`config.mk`:
```
export PLATFORM = sky130hd
export DESIGN_NAME = uart_irq_ident
export DESIGN_NICKNAME = d
export VERILOG_FILES = /design/src/rtl/uart_irq_ident_pkg.sv /design/src/rtl/uart_txe_tracker.sv /design/src/rtl/uart_irq_prio.sv /design/src/rtl/uart_irq_ident.sv
export SDC_FILE = /design/constraint.sdc
export NUM_CORES = 1
export LEC_CHECK = 0
export ABC_AREA = 1
export ABC_CLOCK_PERIOD_IN_PS = 1900
export CAP_MARGIN = 10
export CORE_AREA = 8 8 45 47
export CTS_BUF_LIST = sky130_fd_sc_hd__clkbuf_8
export DETAILED_ROUTE_END_ITERATION = 16
export DIE_AREA = 0 0 53 55
export PLACE_DENSITY_LB_ADDON = 0.2
export REMOVE_ABC_BUFFERS = 1
export SETUP_SLACK_MARGIN = 0.02
export SYNTH_ARGS = -nofsm -noshare
export SYNTH_HDL_FRONTEND = slang
export SYNTH_SLANG_ARGS = --single-unit
export TNS_END_PERCENT = 30
```
`constraint.sdc`:
```
create_clock -name clk -period 1.9 [get_ports clk]
set_clock_uncertainty 0.15 [all_clocks]
set_input_delay 0.19 -clock clk [delete_from_list [all_inputs] [get_ports clk]]
set_output_delay 0.19 -clock clk [all_outputs]
set_load 0.02 [all_outputs]
```
`src/rtl/uart_irq_ident_pkg.sv`:
```
package uart_irq_ident_pkg;
    localparam int ID_W   = 3;
    localparam int ENA_W  = 4;
    localparam int BYTE_W = 8;

    // enable bit positions
    localparam int EN_RX  = 0;
    localparam int EN_TX  = 1;
    localparam int EN_LS  = 2;
    localparam int EN_MS  = 3;

    // id codes, ordered by priority in the encoder
    localparam logic [ID_W-1:0] ID_LINE    = 3'b011;
    localparam logic [ID_W-1:0] ID_RXDATA  = 3'b010;
    localparam logic [ID_W-1:0] ID_TIMEOUT = 3'b110;
    localparam logic [ID_W-1:0] ID_TXEMPTY = 3'b001;
    localparam logic [ID_W-1:0] ID_MODEM   = 3'b000;

    typedef enum logic {
        TXE_IDLE = 1'b0,
        TXE_PEND = 1'b1
    } txe_state_t;
endpackage

```
`src/rtl/uart_txe_tracker.sv`:
```
module uart_txe_tracker
    import uart_irq_ident_pkg::*;
(
    input  logic clk,
    input  logic rst,
    input  logic tx_empty,
    input  logic tx_en,
    input  logic rd_clear,
    output logic pending
);
    txe_state_t state_q, state_d;
    logic empty_prev_q;
    logic en_prev_q;
    logic arm;

    // edge history follows the inputs even in reset: no false edge afterwards
    always_ff @(posedge clk) begin
        empty_prev_q <= tx_empty;
        en_prev_q    <= tx_en;
    end

    assign arm = (tx_empty && !empty_prev_q) || (tx_en && !en_prev_q && tx_empty);

    always_ff @(posedge clk) begin
        if (rst) state_q <= TXE_IDLE;
        else     state_q <= state_d;
    end

    always_comb begin
        state_d = state_q;
        unique case (state_q)
            TXE_IDLE: if (arm) state_d = TXE_PEND;
            TXE_PEND: begin
                if (arm)                      state_d = TXE_PEND;
                else if (!tx_empty || rd_clear) state_d = TXE_IDLE;
            end
            default: state_d = TXE_IDLE;
        endcase
    end

    assign pending = (state_q == TXE_PEND);
endmodule

```
`src/rtl/uart_irq_prio.sv`:
```
module uart_irq_prio
    import uart_irq_ident_pkg::*;
(
    input  logic [ENA_W-1:0] ena,
    input  logic             fifo_mode,
    input  logic             line_err,
    input  logic             rx_ready,
    input  logic             rx_timeout,
    input  logic             tx_pend,
    input  logic             modem,
    output logic [ID_W-1:0]  id_code,
    output logic             any,
    output logic             tx_sel
);
    logic act_ls, act_rx, act_to, act_tx, act_ms;

    assign act_ls = ena[EN_LS] && line_err;
    assign act_rx = ena[EN_RX] && rx_ready;
    assign act_to = ena[EN_RX] && rx_timeout && fifo_mode;
    assign act_tx = ena[EN_TX] && tx_pend;
    assign act_ms = ena[EN_MS] && modem;

    always_comb begin
        id_code = ID_MODEM;
        tx_sel  = 1'b0;
        any     = 1'b1;
        if      (act_ls) id_code = ID_LINE;
        else if (act_rx) id_code = ID_RXDATA;
        else if (act_to) id_code = ID_TIMEOUT;
        else if (act_tx) begin
            id_code = ID_TXEMPTY;
            tx_sel  = 1'b1;
        end
        else if (act_ms) id_code = ID_MODEM;
        else             any     = 1'b0;
    end
endmodule

```
`src/rtl/uart_irq_ident.sv`:
```
module uart_irq_ident
    import uart_irq_ident_pkg::*;
(
    input  logic              clk,
    input  logic              rst,
    input  logic [ENA_W-1:0]  ena,
    input  logic              fifo_mode,
    input  logic              src_line_err,
    input  logic              src_rx_ready,
    input  logic              src_rx_timeout,
    input  logic              tx_empty,
    input  logic              src_modem,
    input  logic              id_rd,
    output logic [BYTE_W-1:0] id_byte,
    output logic              irq
);
    logic            tx_pend;
    logic            tx_sel;
    logic            any;
    logic [ID_W-1:0] id_code;

    uart_txe_tracker u_txe (
        .clk      (clk),
        .rst      (rst),
        .tx_empty (tx_empty),
        .tx_en    (ena[EN_TX]),
        .rd_clear (id_rd && tx_sel),
        .pending  (tx_pend)
    );

    uart_irq_prio u_prio (
        .ena        (ena),
        .fifo_mode  (fifo_mode),
        .line_err   (src_line_err),
        .rx_ready   (src_rx_ready),
        .rx_timeout (src_rx_timeout),
        .tx_pend    (tx_pend),
        .modem      (src_modem),
        .id_code    (id_code),
        .any        (any),
        .tx_sel     (tx_sel)
    );

    always_comb begin
        id_byte = {{2{fifo_mode}}, 2'b00, id_code, !any};
        irq     = any;
    end
endmodule

```
==> results of run 1 <==
## final timing paths
path | start | endpoint | slack, ns | cells after the start
min reg2reg | u_txe.pending$_SDFF_PP0_ | u_txe.pending$_SDFF_PP0_ | 0.31 | 2
min | tx_empty | u_txe.empty_prev_q$_DFF_P_ | 0.30 | 1
max | ena[0] | id_byte[1] | 0.20 | 6
max reg2reg | u_txe.pending$_SDFF_PP0_ | u_txe.pending$_SDFF_PP0_ | 0.84 | 6
## through the flow
stage | total power, uW | cells
after global routing | 347 | 70
final | 326 | 70
after floorplan | 101 | 29
after detailed placement | 156 | 66
after CTS | 334 | 70
after global placement | 156 | 66
## worst max-delay path, stage by stage
cell,delay [ns]
clkdlybuf4s50_1,0.51
nand3_2,0.11
buf_4,0.15
nand2_1,0.05
nand2_1,0.04
dlygate4sd2_1,0.31
## Yosys cell counts
cell type | instances | share of area, %
nor2_1 | 1 | 1.7
nand3_1 | 1 | 2.3
buf_4 | 4 | 14
inv_2 | 1 | 1.7
nand2_1 | 9 | 16
a21boi_0 | 1 | 3.5
conb_1 | 1 | 1.7
dfxtp_1 | 3 | 28
nand3_2 | 2 | 9.3
nand2_2 | 1 | 2.9
nor2_2 | 2 | 5.8
a21oi_2 | 1 | 4.1
inv_1 | 4 | 7.0
a21oi_1 | 1 | 2.3
## cell type report
| cell class | count | area [um^2] |
|---|---|---|
| timing repair buffer | 21 | 203 |
| clock inverter | 1 | 3.75 |
| clock buffer | 3 | 41.3 |
| multi-input combinational | 21 | 110 |
| fill | 164 | 927 |
| sequential | 3 | 60.1 |
| inverter | 5 | 18.8 |
| tap | 16 | 20.0 |
## flip-flops by register name, summed over array words and instances, names as in the netlist
name                cells
u_txe.pending           1
u_txe.en_prev_q         1
u_txe.empty_prev_q      1
## cells by family (layout without fill, tap and decap cells)
kind of cell	count (synthesis)	in the layout	synth area share [%]
simple gates	16	16	37.8
flops	3	3	27.9
other cells	1	2	1.74
buf+inv	9	30	22.7
compound gates	3	3	9.88
## what timing repair did
item	4_1_cts	5_1_grt
gates resized for setup	4	1
hold buffers	0	0
pin swaps	0	0
buffers inserted	0	0
cloned	0	0
hold endpoints to repair	0	0
endpoints found under the setup margin	4	1
## metal layers
| metal | wire [um] | GRT usage, % |
|---|---|---|
| met4 | 11 | 3.88 |
| met3 | 117 | 4.28 |
| met5 | 0 | 0 |
| met1 | 234 | 3.95 |
| met2 | 238 | 7.03 |
## power by group through the flow
stage	Clock, uW	Combinational, uW	Sequential [uW]
4_1_cts	184	82.3	67.9
5_1_grt	190	89.0	68.1
6_report	178	80.7	67.8
3_5_place_dp	0	87.7	68.7
3_3_place_gp	0	87.8	68.7
2_1_floorplan	0	32.3	68.5
==> results.json, run 1 <==
{
  "drc": 0,
  "holdWs_ns": 0.301,
  "syn_inst": 32,
  "hold_class": "primary input to register",
  "via_count": 258,
  "fin_setup_tns_ns": 0,
  "grt_pass1_vias": 262,
  "internal_power_uw": 247,
  "antenna_found_initial": 0,
  "fin_crit_sh_pct": 89.7,
  "postLayoutSetupSlackWorst_ns": 0.196,
  "syn_avg_cell_area_um2": 6.73,
  "clkLatencyLatePin_ns": 0.21,
  "root_buffer": "clkbuf_8",
  "powerDensity_mw_per_mm2": 714,
  "synthDistinctLibCells": 14,
  "netlist_area_um2": 215,
  "power_frac_comb_pct": 24.7,
  "clk_pin_slew_worst_paths_ns": 0.03,
  "ys_seq_area_share_pct": 27.9,
  "grt_max_degree": 4,
  "drive_gt1_share_pct": 22.2,
  "crit_arrival_ns": 1.36,
  "layout_min_cycle_time_ns": 1.70,
  "row_count": 14,
  "via_per_inst": 3.69,
  "finalWirelength_um": 601,
  "start_util_pct": 15.6,
  "fp.dieW_um": 53,
  "finalInstanceArea_um2": 457,
  "antenna_cells": 0,
  "maxCapViolCount": 0,
  "worstSetupStartpointType": "primary input",
  "max_freq_ghz": 0.587,
  "coreArea_mm2": 0.00138,
  "track_usage_pct": 4.75,
  "ys.warnings.count": 0,
  "peakVddDrop_mv": 0.519,
  "rsz0062_at_grt": "no",
  "p_leak_uw": 0.000237,
  "wl_per_cell_um": 8.59,
  "die-area_mm2": 0.00292,
  "die_h_um": 55,
  "seq_power_share_pct": 20.8,
  "ant_nets": 0,
  "layout_common_cells": "14 x clkdlybuf4s50_1, 9 x nand2_1, 5 x inv_1",
  "cp.required_ns": 1.56,
  "cts_made_buffers": 3,
  "finish.utilization_pct": 33.0,
  "ios": 22,
  "slew_viol_final": 0,
  "critical_path.endpoint_type": "output pin",
  "place_ws_ns": -0.0625,
  "dr.pass1.iters": 2,
  "cts_tree": "yes",
  "io_buffers": 19,
  "gp_congestion": 0.630,
  "dpl_cell_area_um2": 414,
  "ys_ff_latch": 3,
  "drtIter0Drc": 1,
  "p_clk_share_pct": 54.5,
  "mostFrequentLayoutCell": "clkdlybuf4s50_1",
  "clock-sinks": 3,
  "ctsLongestPathBuffers": 2,
  "setup_viol": 0,
  "grt_pass1_wl_um": 993,
  "syn_to_final_growth_pct": 112,
  "crit_type": "primary input to output pin",
  "power.net_switching_uw": 79.6,
  "nets": 68,
  "h-tree-depth": 1,
  "swShare_pct": 24.4,
  "status": "finished, final reports clean",
  "gr-total-overflow": 0,
  "worstPathMaxFanout": 3,
  "hold_violations": 0,
  "hpwl_um": 530
}
(Power assumes the default switching activity.)
==> run 2, diff against run 1 <==
--- a/config.mk
+++ b/config.mk
@@ -6,7 +6,7 @@
 export NUM_CORES = 1
 export LEC_CHECK = 0
 export ABC_AREA = 1
-export ABC_CLOCK_PERIOD_IN_PS = 1900
+export ABC_CLOCK_PERIOD_IN_PS = 1400
 export CAP_MARGIN = 10
 export CORE_AREA = 8 8 45 47
 export CTS_BUF_LIST = sky130_fd_sc_hd__clkbuf_8
==> constraint.sdc (replaced) <==
create_clock -name clk -period 1.4 [get_ports clk]
set_clock_uncertainty 0.15 [all_clocks]
set_input_delay 0.14 -clock clk [delete_from_list [all_inputs] [get_ports clk]]
set_output_delay 0.14 -clock clk [all_outputs]
set_load 0.02 [all_outputs]
==> results.json, run 2 (same netlist as run 1, synthesis figures left out) <==
{
  "cts_tree": "yes",
  "ctsLongestPathBuffers": 2,
  "antenna_found_initial": 0,
  "drive_gt1_share_pct": 40.7,
  "slowest_delay_ns": 0.34,
  "multi_input_area_um2": 120,
  "clkLatencyLatePin_ns": 0.21,
  "drtIter0Drc": 0,
  "hold_violations": 0,
  "grt_max_degree": 4,
  "crit_path_frequent_cell": "nand2_1",
  "grt_pass1_vias": 256,
  "via_count": 265,
  "postLayoutSetupSlackWorst_ns": 0.122,
  "cp.required_ns": 1.11,
  "nets": 73,
  "setup_viol": 0,
  "seq_power_share_pct": 20.4,
  "power_frac_comb_pct": 26.3,
  "power.net_switching_uw": 115,
  "track_usage_pct": 4.58,
  "die_h_um": 55,
  "holdWs_ns": 0.180,
  "ff_latch_area_um2": 60.1,
  "gp_congestion": 0.667,
  "layout_min_cycle_time_ns": 1.28,
  "clk_pin_slew_worst_paths_ns": 0.03,
  "die-area_mm2": 0.00292,
  "fp.dieW_um": 53,
  "mostFrequentLayoutCell": "nand2_1",
  "crit_type": "register to output pin",
  "coreArea_mm2": 0.00138,
  "stdcell_count": 75,
  "ios": 22,
  "drc": 0,
  "gr-total-overflow": 0,
  "row_count": 14,
  "p_clk_share_pct": 53.4,
  "crit_arrival_ns": 0.99,
  "critical_path.endpoint_type": "output pin",
  "peakVddDrop_mv": 0.513,
  "root_buffer": "clkbuf_8",
  "swShare_pct": 25.2,
  "hold_class": "primary input to register",
  "cp_slowest_cell": "dfxtp_1",
  "crit_chain": "nand2_2, nor2_2, nand2_1, nand2_1, buf_6",
  "ant_nets": 0,
  "p_leak_uw": 0.000292,
  "maxCapViolCount": 0,
  "status": "finished, final reports clean",
  "hpwl_um": 532,
  "dr.pass1.iters": 1,
  "syn_to_final_growth_pct": 135,
  "antenna_cells": 0,
  "layout_common_cells": "7 x nand2_1, 6 x buf_4, 5 x inv_1, 5 x clkdlybuf4s50_1, 5 x dlygate4sd2_1",
  "worstSetupStartpointType": "register",
  "fin_crit_sh_pct": 91.3,
  "wl_per_cell_um": 9.35,
  "fillers": 153,
  "start_util_pct": 15.6,
  "dpl.cell_count": 67,
  "max_freq_ghz": 0.782,
  "worstPathMaxFanout": 2,
  "cts_made_buffers": 3,
  "rsz0062_at_grt": "no",
  "place_ws_ns": -0.458,
  "grt_pass1_wl_um": 945,
  "io_buffers": 19,
  "clock-sinks": 3,
  "finalWirelength_um": 701,
  "slew_viol_final": 0,
  "h-tree-depth": 1,
  "powerDensity_mw_per_mm2": 897,
  "internal_power_uw": 340,
  "via_per_inst": 3.53
}
## run 2: cell count changes in the layout (fill, tap and decap cells not counted), moves of 2 or more
cell             delta
clkdlybuf4s50_1     -9
buf_4               +4
dlymetal6s2s_1      +3
buf_2               +2
buf_6               +2
nand2_1             -2
nand2_2             +2
## run 2: timing repair
item,CTS,global route
hold buffers,0,1
hold endpoints to repair,0,1
pin swaps,2,5
setup endpoints to repair,7,4
buffers inserted,0,3
resized for setup,28,7
## run 2: final timing paths
check	cells past startpoint	end	slack (ns)	start
hold / removal	3	u_txe.pending$_SDFF_PP0_	0.18	ena[1]
setup / recovery	5	id_byte[1]	0.12	u_txe.pending$_SDFF_PP0_
hold reg to reg	2	u_txe.pending$_SDFF_PP0_	0.33	u_txe.pending$_SDFF_PP0_
setup reg to reg	7	u_txe.pending$_SDFF_PP0_	0.25	u_txe.pending$_SDFF_PP0_
## run 2: power groups by stage
stage | combinational, uW | clock (uW) | sequential, uW
after global routing | 130 | 259 | 92.8
final | 119 | 243 | 92.5
after floorplan | 43.9 | 0 | 93.0
after detailed placement | 121 | 0 | 93.3
after CTS | 112 | 252 | 92.1
after global placement | 122 | 0 | 93.3
## run 2: metal layers
layer	track usage, %	routed length, um	vias up
met5	0	0	-
met4	6.47	19	0
met3	3.21	110	2
met2	6.64	306	18
met1	3.48	264	102
li1	-	-	143
## run 2: critical path: cells and delay by family, from the launching register on
family        cells  cell delay, ns
buf+inv           1            0.12
flops             1            0.34
simple gates      4            0.32
## run 2: final cells by class
class                   instances  area share [%]
multi-input cells              21            23.7
repair buffers                 26            47.9
clock inverters                 1           0.741
inverters                       5            3.70
well taps                      16            3.95
clock buffers                   3            8.15
flip-flops and latches          3            11.9
## run 2: stage by stage
step	area (um^2)	utilization, %	power, uW	setup TNS (ns)
after floorplan	189	-	137	0
after detailed placement	422	30.5	215	-2.47
after CTS	457	33.0	456	0
after global placement	422	30.5	215	-2.48
after global routing	507	36.6	482	0
final	507	36.6	454	0
